`config.mk`:
```
export PLATFORM = sky130hd
export DESIGN_NAME = tstamp_timer
export DESIGN_NICKNAME = d
export VERILOG_FILES = /design/src/rtl/tstamp_pkg.sv /design/src/rtl/tstamp_counter.sv /design/src/rtl/tstamp_capture.sv /design/src/rtl/tstamp_compare.sv /design/src/rtl/tstamp_timer.sv
export SDC_FILE = /design/constraint.sdc
export NUM_CORES = 1
export LEC_CHECK = 0
export BUFFER_PORTS_ARGS = -buffer_cell sky130_fd_sc_hd__buf_2
export CORE_MARGIN = 2
export CORE_UTILIZATION = 40
export DETAILED_ROUTE_END_ITERATION = 6
export HOLD_SLACK_MARGIN = 0.08
export PLACE_DENSITY = 0.67
export SKIP_CTS_REPAIR_TIMING = 1
export SLEW_MARGIN = 20
export SYNTH_ARGS = -nofsm -noshare
export SYNTH_HDL_FRONTEND = slang
export SYNTH_SLANG_ARGS = --single-unit
```
`constraint.sdc`:
```
create_clock -name clk -period 7.6 [get_ports clk]
set_input_delay 1.52 -clock clk [delete_from_list [all_inputs] [get_ports clk]]
set_output_delay 1.52 -clock clk [all_outputs]
set_load 0.03 [all_outputs]
```
`src/rtl/tstamp_pkg.sv`:
```
package tstamp_pkg;
    localparam int TS_CNT_W = 16;
    localparam int TS_MB_N  = 8;

    typedef enum logic {
        ST_RUN    = 1'b0,
        ST_FROZEN = 1'b1
    } tmr_state_e;
endpackage

```
`src/rtl/tstamp_counter.sv`:
```
module tstamp_counter
    import tstamp_pkg::*;
#(
    parameter int CNT_W = TS_CNT_W
) (
    input  logic             clk,
    input  logic             rst_n,
    input  logic             tick,
    input  logic             clr,
    input  logic             freeze_en,
    output logic [CNT_W-1:0] cnt_q,
    output logic [CNT_W-1:0] cnt_nxt,
    output logic             cnt_upd,
    output logic             frozen,
    output logic             wrap_q
);
    localparam logic [CNT_W-1:0] CNT_MAX  = '1;
    localparam logic [CNT_W-1:0] CNT_ZERO = '0;

    tmr_state_e state_q, state_d;
    logic       at_max;
    logic       wrap_d;

    assign at_max = (cnt_q == CNT_MAX);

    // next-state: T_SATURATE (run -> frozen), T_RELEASE (frozen -> run)
    always_comb begin
        state_d = state_q;
        unique case (state_q)
            ST_RUN: begin
                if (!clr && tick && at_max && freeze_en) begin
                    state_d = ST_FROZEN;
                end
            end
            ST_FROZEN: begin
                if (clr) begin
                    state_d = ST_RUN;
                end
            end
        endcase
    end

    // counting datapath driven by the current state
    always_comb begin
        cnt_nxt = cnt_q;
        cnt_upd = 1'b0;
        wrap_d  = 1'b0;
        if (clr) begin
            cnt_nxt = CNT_ZERO;
            cnt_upd = 1'b1;
        end else begin
            unique case (state_q)
                ST_RUN: begin
                    if (tick) begin
                        if (!at_max) begin
                            cnt_nxt = cnt_q + 1'b1;
                            cnt_upd = 1'b1;
                        end else if (!freeze_en) begin
                            cnt_nxt = CNT_ZERO;
                            cnt_upd = 1'b1;
                            wrap_d  = 1'b1;
                        end
                    end
                end
                ST_FROZEN: begin
                    cnt_upd = 1'b0;
                end
            endcase
        end
    end

    always_ff @(posedge clk or negedge rst_n) begin
        if (!rst_n) begin
            state_q <= ST_RUN;
        end else begin
            state_q <= state_d;
        end
    end

    always_ff @(posedge clk or negedge rst_n) begin
        if (!rst_n) begin
            cnt_q  <= CNT_ZERO;
            wrap_q <= 1'b0;
        end else begin
            cnt_q  <= cnt_nxt;
            wrap_q <= wrap_d;
        end
    end

    assign frozen = (state_q == ST_FROZEN);


    hold_no_tick_chk: assert property (@(posedge clk) disable iff (!rst_n)
        (!tick && !clr) |=> $stable(cnt_q));

    clear_zero_chk: assert property (@(posedge clk) disable iff (!rst_n)
        clr |=> (cnt_q == CNT_ZERO) && !frozen);

    frozen_hold_chk: assert property (@(posedge clk) disable iff (!rst_n)
        (frozen && !clr) |=> frozen && (cnt_q == CNT_MAX));

    wrap_at_zero_chk: assert property (@(posedge clk) disable iff (!rst_n)
        wrap_q |-> (cnt_q == CNT_ZERO) && !frozen);
endmodule

```
`src/rtl/tstamp_capture.sv`:
```
module tstamp_capture
    import tstamp_pkg::*;
#(
    parameter int CNT_W = TS_CNT_W
) (
    input  logic             clk,
    input  logic             rst_n,
    input  logic             sof,
    input  logic             eof,
    input  logic             at_eof,
    input  logic [CNT_W-1:0] cnt_q,
    output logic [CNT_W-1:0] stamp_q
);
    logic take;

    assign take = at_eof ? eof : sof;

    always_ff @(posedge clk or negedge rst_n) begin
        if (!rst_n) begin
            stamp_q <= '0;
        end else if (take) begin
            stamp_q <= cnt_q;
        end
    end


    no_event_stable_chk: assert property (@(posedge clk) disable iff (!rst_n)
        (!sof && !eof) |=> $stable(stamp_q));
endmodule

```
`src/rtl/tstamp_compare.sv`:
```
module tstamp_compare
    import tstamp_pkg::*;
#(
    parameter int CNT_W = TS_CNT_W,
    parameter int MB_N  = TS_MB_N
) (
    input  logic                  clk,
    input  logic                  rst_n,
    input  logic                  tt_mode,
    input  logic                  cnt_upd,
    input  logic [CNT_W-1:0]      cnt_nxt,
    input  logic [MB_N*CNT_W-1:0] marks,
    output logic [MB_N-1:0]       hit_q
);
    for (genvar i = 0; i < MB_N; i++) begin : g_mb
        logic eq;
        assign eq = (cnt_nxt == marks[i*CNT_W +: CNT_W]);
        always_ff @(posedge clk or negedge rst_n) begin
            if (!rst_n) begin
                hit_q[i] <= 1'b0;
            end else begin
                hit_q[i] <= tt_mode && cnt_upd && eq;
            end
        end
    end


    tt_off_quiet_chk: assert property (@(posedge clk) disable iff (!rst_n)
        !tt_mode |=> (hit_q == '0));

    held_no_hit_chk: assert property (@(posedge clk) disable iff (!rst_n)
        !cnt_upd |=> (hit_q == '0));
endmodule

```
`src/rtl/tstamp_timer.sv`:
```
module tstamp_timer
    import tstamp_pkg::*;
#(
    parameter int CNT_W = TS_CNT_W,
    parameter int MB_N  = TS_MB_N
) (
    input  logic                  clk,
    input  logic                  rst_n,
    input  logic                  bit_tick,
    input  logic                  sof_pulse,
    input  logic                  eof_pulse,
    input  logic                  cap_at_eof,
    input  logic                  freeze_en,
    input  logic                  clr_pulse,
    input  logic                  tt_mode,
    input  logic [MB_N*CNT_W-1:0] mark_vals,
    output logic [CNT_W-1:0]      cnt_o,
    output logic [CNT_W-1:0]      stamp_o,
    output logic                  frozen_o,
    output logic                  wrap_o,
    output logic [MB_N-1:0]       mark_hit_o
);
    logic [CNT_W-1:0] cnt_nxt;
    logic             cnt_upd;

    tstamp_counter #(.CNT_W(CNT_W)) u_cnt (
        .clk       (clk),
        .rst_n     (rst_n),
        .tick      (bit_tick),
        .clr       (clr_pulse),
        .freeze_en (freeze_en),
        .cnt_q     (cnt_o),
        .cnt_nxt   (cnt_nxt),
        .cnt_upd   (cnt_upd),
        .frozen    (frozen_o),
        .wrap_q    (wrap_o)
    );

    tstamp_capture #(.CNT_W(CNT_W)) u_cap (
        .clk     (clk),
        .rst_n   (rst_n),
        .sof     (sof_pulse),
        .eof     (eof_pulse),
        .at_eof  (cap_at_eof),
        .cnt_q   (cnt_o),
        .stamp_q (stamp_o)
    );

    tstamp_compare #(.CNT_W(CNT_W), .MB_N(MB_N)) u_cmp (
        .clk     (clk),
        .rst_n   (rst_n),
        .tt_mode (tt_mode),
        .cnt_upd (cnt_upd),
        .cnt_nxt (cnt_nxt),
        .marks   (mark_vals),
        .hit_q   (mark_hit_o)
    );


    hit_matches_cnt_chk: assert property (@(posedge clk) disable iff (!rst_n)
        (mark_hit_o[0] |-> (cnt_o == mark_vals[CNT_W-1:0])));
endmodule

```
Word-level counts from Yosys, hierarchy flattened
Index checks and enable logic that the tools add are counted.
Widths: inputs -> output; s select.
{ "word_totals": {"reg_bits": 42} }
{ "op_classes": {"n_reduce_logical": 13, "mux": 18, "bitwise_logic": 1, "eq_ne": 9, "addsub": 1} }
{ "op_table": {"columns": ["operator", "count"], "rows": [
  ["$eq 16x16->1", 8],
  ["$mux 16", 5],
  ["$add 16x1->16 const B", 1],
  ["$eq 16x16->1 const B", 1],
  ["$logic_and 1x1->1", 12],
  ["$mux 1", 11],
  ["$pmux 1 s2", 2],
  ["$logic_not 1->1", 1],
  ["$not 1->1", 1]
]} }

Depth between registers and ports, before layout
{ "logic_depth": {"word_depth": 7, "depth_mapped": 12, "ltp_nobuf": 10} }

Modules after synthesis
A second synthesis with hierarchy kept.
{ "unflattened": {"cells_unflattened": 361, "area_unflattened_um2": 3648.5} }
{ "by_module_without_submodules": {"columns": ["module", "n_inst", "seq_area_each_um2", "cells_each", "area_each_um2"], "rows": [
  ["tstamp_compare", 1, 200.2, 201, 1785.5],
  ["tstamp_counter", 1, 450.4, 126, 1211.2],
  ["tstamp_capture", 1, 400.4, 34, 651.9]
]} }

Least setup slack after synthesis
Ideal clock, no wire load.
{ "synth_path": {"path_kind": "input port to flip-flop", "startpoint": "input freeze_en", "endpoint": "register u_cmp.hit_q[0]", "setup_ns": 0.101, "cell_stages": 10, "setup_slack_ns": 3.711, "t_arrival_ns": 3.788, "n_path_buf": 1, "cell_sequence": "clkbuf_1 > nand3_1 > nor3_1 > nand2_1 > a21o_1 > inv_1 > xnor2_1 > nand3_1 > or4b_1 > nor4_1"} }
{ "synth_between": {"elab_chain_len": 7} }
{ "synth_rtl": {"columns": ["item", "line_no", "rtl"], "rows": [
  ["from (decl)", "tstamp_timer.sv:13", "input logic freeze_en,"],
  ["$mux 16", "tstamp_counter.sv:58", "end else if (!freeze_en) begin"],
  ["$mux 16", "tstamp_counter.sv:55", "if (!at_max) begin"],
  ["$mux 16", "tstamp_counter.sv:54", "if (tick) begin"],
  ["$mux 16", "tstamp_counter.sv:52", "unique case (state_q)"],
  ["$mux 16", "tstamp_counter.sv:48", "if (clr) begin"],
  ["named net cnt_nxt[4]", "tstamp_timer.sv:23", "logic [CNT_W-1:0] cnt_nxt;"],
  ["$eq 16x16->1", "tstamp_compare.sv:17", "assign eq = (cnt_nxt == marks[i*CNT_W +: CNT_W]);"],
  ["$logic_and 1x1->1", "tstamp_compare.sv:22", "hit_q[i] <= tt_mode && cnt_upd && eq;"],
  ["to (signal, indexed assignment)", "tstamp_compare.sv:22", null],
  ["to (decl)", "tstamp_compare.sv:13", "output logic [MB_N-1:0] hit_q"]
]} }
The timed path passes the listed nets, and every way through them passes these cells.
A chain may end at the register's enable or synchronous reset.

Worst setup path in the final report
{ "layout_path": {"startpoint": "input freeze_en", "endpoint": "register u_cmp.hit_q[2]"} }
Same word-level chain as after synthesis.

==> impl_metrics.tcl <==
set metrics [dict create \
    grt-ovfl-total 0 \
    multi_input_area_um2 3680 \
    dr.pass1.iters 7 \
    yosys.area.top_type "dfrtp_1" \
    fp.dieH_um 116 \
    start_util 0.414 \
    synth_area_leaders "dfrtp_1 (21%), xnor2_1 (5.1%), a21oi_1 (4.1%)" \
    synthSimpleGateAreaFrac 0.306 \
    antenna_found_initial 0 \
    grt_max_degree 71 \
    synth_seq_area_share 0.209 \
    placed_cells 971 \
    synth-seq-cells 42 \
    clock_latency_ps 310 \
    synthDistinctLibCells 75 \
    drive_gt1_frac 0.280 \
    port_buffers 178 \
    worst-path-max-fanout 10 \
    synth_xor_area_frac 0.0908 \
    setup.worst_path.start_class "input port" \
    clkTransAtPathRegs_ps 80 \
    p_per_area_nw_per_um2 106 \
    leakage_nw 2.65 \
    violations "design-rule violations" \
    grt_use_total 0.406 \
    endpoint_kind "register" \
    totalWireLength_um 27800 \
    hold-worst-slack_ps 475 \
    worstPathArrival_ps 4610 \
    fmax_mhz 229 \
    fin_crit_sh 0.574 \
    required_ps 7850 \
    clock_sinks 42 \
    routedWlPerCell_um 28.3 \
    fp.dieArea_um2 13500 \
    root_buffer "clkbuf_16" \
    synth-warning-count 0 \
    synth_top_area_share 0.209 \
    finalHoldViolations 0 \
    cts_tree "yes" \
    drc 21 \
    skew_ps 16.2 \
    place.gp.congestion 1.14 \
    final_cells 980 \
    cts_buffer_depth 2 \
    synthAdderAreaFrac 0.00249 \
    final_nets 948 \
    coreArea_um2 12100 \
    critPathKind "in2reg" \
    synth_top_family_by_area "simple AND/OR/NAND/NOR gates" \
    num-fill-cells 1220 \
    drt_iter0_drc 980 \
    period_needed_ps 4360 \
    slew-limit-headroom 0.174 \
    worst_pin_slew_ps 1230 \
    final_antenna_net_count 0 \
    syn_to_final_growth_pct 22.1 \
    utilization 0.506 \
    drv_slew 0 \
    rsz0062_at_grt "false" \
    ys_top_cells_by_count "nor2_1 (53), nand2_1 (43), dfrtp_1 (42)" \
    drv_cap 0 \
    netlist_area_um2 5020 \
    status "complete, but fails checks" \
    io_pins 179 \
    netlist_instances 662 \
    die_w_um 116 \
    vias 6908 \
    synth_flop_cell "dfrtp_1" \
    hp-class "reg2reg" \
    grt_pass1_wl_um 40000 \
    synth_compound_area_frac 0.273 \
    viasPerCell 7.05 \
    synthMostInstantiatedCell "nor2_1" \
    syn_avg_cell_area_um2 7.58 \
    numCtsBuffers 5 \
    dp_hpwl_um 21300 \
    ir_drop_v 0.000105 \
    first_global_vias 6445 \
    ys_async_sr_fraction 1.00 \
    final-seq-area_um2 1050 \
    cts-htree-levels 2 \
    synthesis.nets 800 \
    setup-tns-final_ps 0 \
    synth_mux_area_frac 0.0589 \
    setup_viol 0 \
    fp-row-count 40 \
    synth-edff-count 0 \
]
==> critical path, cell delays in order <==
cell       delay (ps)
buf_2             220
nand3_1           180
nor3_1            740
a31oi_1           360
o21ai_0           800
xnor2_1           200
o2111ai_1         130
nor4_1            260
and3_1            210
==> where the power goes <==
part / switching, mW / leakage [nW] / internal (mW)
Combinational: 0.115 / 1.99 / 0.0671
Sequential: 0.00167 / 0.584 / 0.225
Clock: 0.108 / 0.0745 / 0.133
Total: 0.224 / 2.65 / 0.425
==> sequential cells by signal, indices dropped and copies added (netlist names) <==
| name | count |
|---|---|
| u_cap.stamp_q | 16 |
| u_cnt.frozen | 1 |
| u_cnt.cnt_q | 16 |
| u_cnt.wrap_q | 1 |
| u_cmp.hit_q | 8 |
==> metrics by stage <==
step | worst slack [ps] | instance area, um^2 | total power, mW
floorplan | 3710 | 5020 | 0.311
global placement | 3270 | 5970 | 0.404
detailed placement | 3130 | 5970 | 0.404
CTS | 3450 | 6120 | 0.641
global route | 3210 | 6130 | 0.668
finish | 3240 | 6130 | 0.650
==> routing by layer <==
| layer | track usage | share of wire | vias up |
|---|---|---|---|
| met5 | 0 | 0 | - |
| met4 | 0.214 | 0.067 | 0 |
| li1 | - | - | 2860 |
| met2 | 0.593 | 0.41 | 695 |
| met3 | 0.107 | 0.14 | 162 |
| met1 | 0.547 | 0.39 | 3191 |
==> cells in the final DEF, fill, tap and decap left out, types with 4 or more instances in the layout <==
master and n:
or3_1 8, and4_1 5, a31oi_1 6, or2_2 4, or4_1 11, o211ai_1 13, o21ai_0 40, mux2i_1 15
a211oi_1 5, o41ai_1 6, a221oi_1 11, o22ai_1 14, nand2_1 43, a21oi_1 41, inv_1 22, nand4_2 4
nor3_1 39, and2_1 6, clkbuf_16 5, buf_2 178, mux2_2 12, o31ai_1 5, xnor2_1 29, o2111ai_1 8
dfrtp_1 42, xor2_1 23, buf_4 8, o2bb2ai_1 5, and3_1 11, nor4_1 21, nand3_1 22, a22oi_1 6
nand2b_1 7, nand4_1 18, nor2_1 53
==> kinds of logic (layout without fill, tap and decap cells) <==
family	after synthesis	count (layout)
AND/OR/NAND/NOR	272	272
buffers and inverters	67	216
flip-flops	42	42
XOR/XNOR	52	52
other	0	1
multiplexers	28	28
adder cells (fa/ha/maj)	1	1
AO/OA/AOI/OAI	200	200
==> path summary, 6_finish.rpt <==
check | from | endpoint | slack (ps) | cells past startpoint
max | freeze_en | u_cmp.hit_q[2]$_DFF_PN0_ | 3240 | 9
min | u_cap.stamp_q[11]$_DFFE_PN0P_ | u_cap.stamp_q[11]$_DFFE_PN0P_ | 470 | 2
max reg2reg | u_cnt.cnt_q[0]$_DFF_PN0_ | u_cmp.hit_q[0]$_DFF_PN0_ | 3720 | 10
min reg2reg | u_cap.stamp_q[11]$_DFFE_PN0P_ | u_cap.stamp_q[11]$_DFFE_PN0P_ | 470 | 2
max in group asynchronous | rst_n | u_cap.stamp_q[0]$_DFFE_PN0P_ | 5560 | 1
min in group asynchronous | rst_n | u_cnt.cnt_q[11]$_DFF_PN0_ | 1390 | 1
==> cell type report <==
type                    count  share of cell area
clock inverters             1             0.00143
multi-input cells         553               0.600
clock buffers               7              0.0233
diodes                      1            0.000408
well taps                 168              0.0343
inverters                  22              0.0135
repair buffers            186               0.155
flip-flops and latches     42               0.171
No activity file was read; power rests on OpenSTA's default activity.
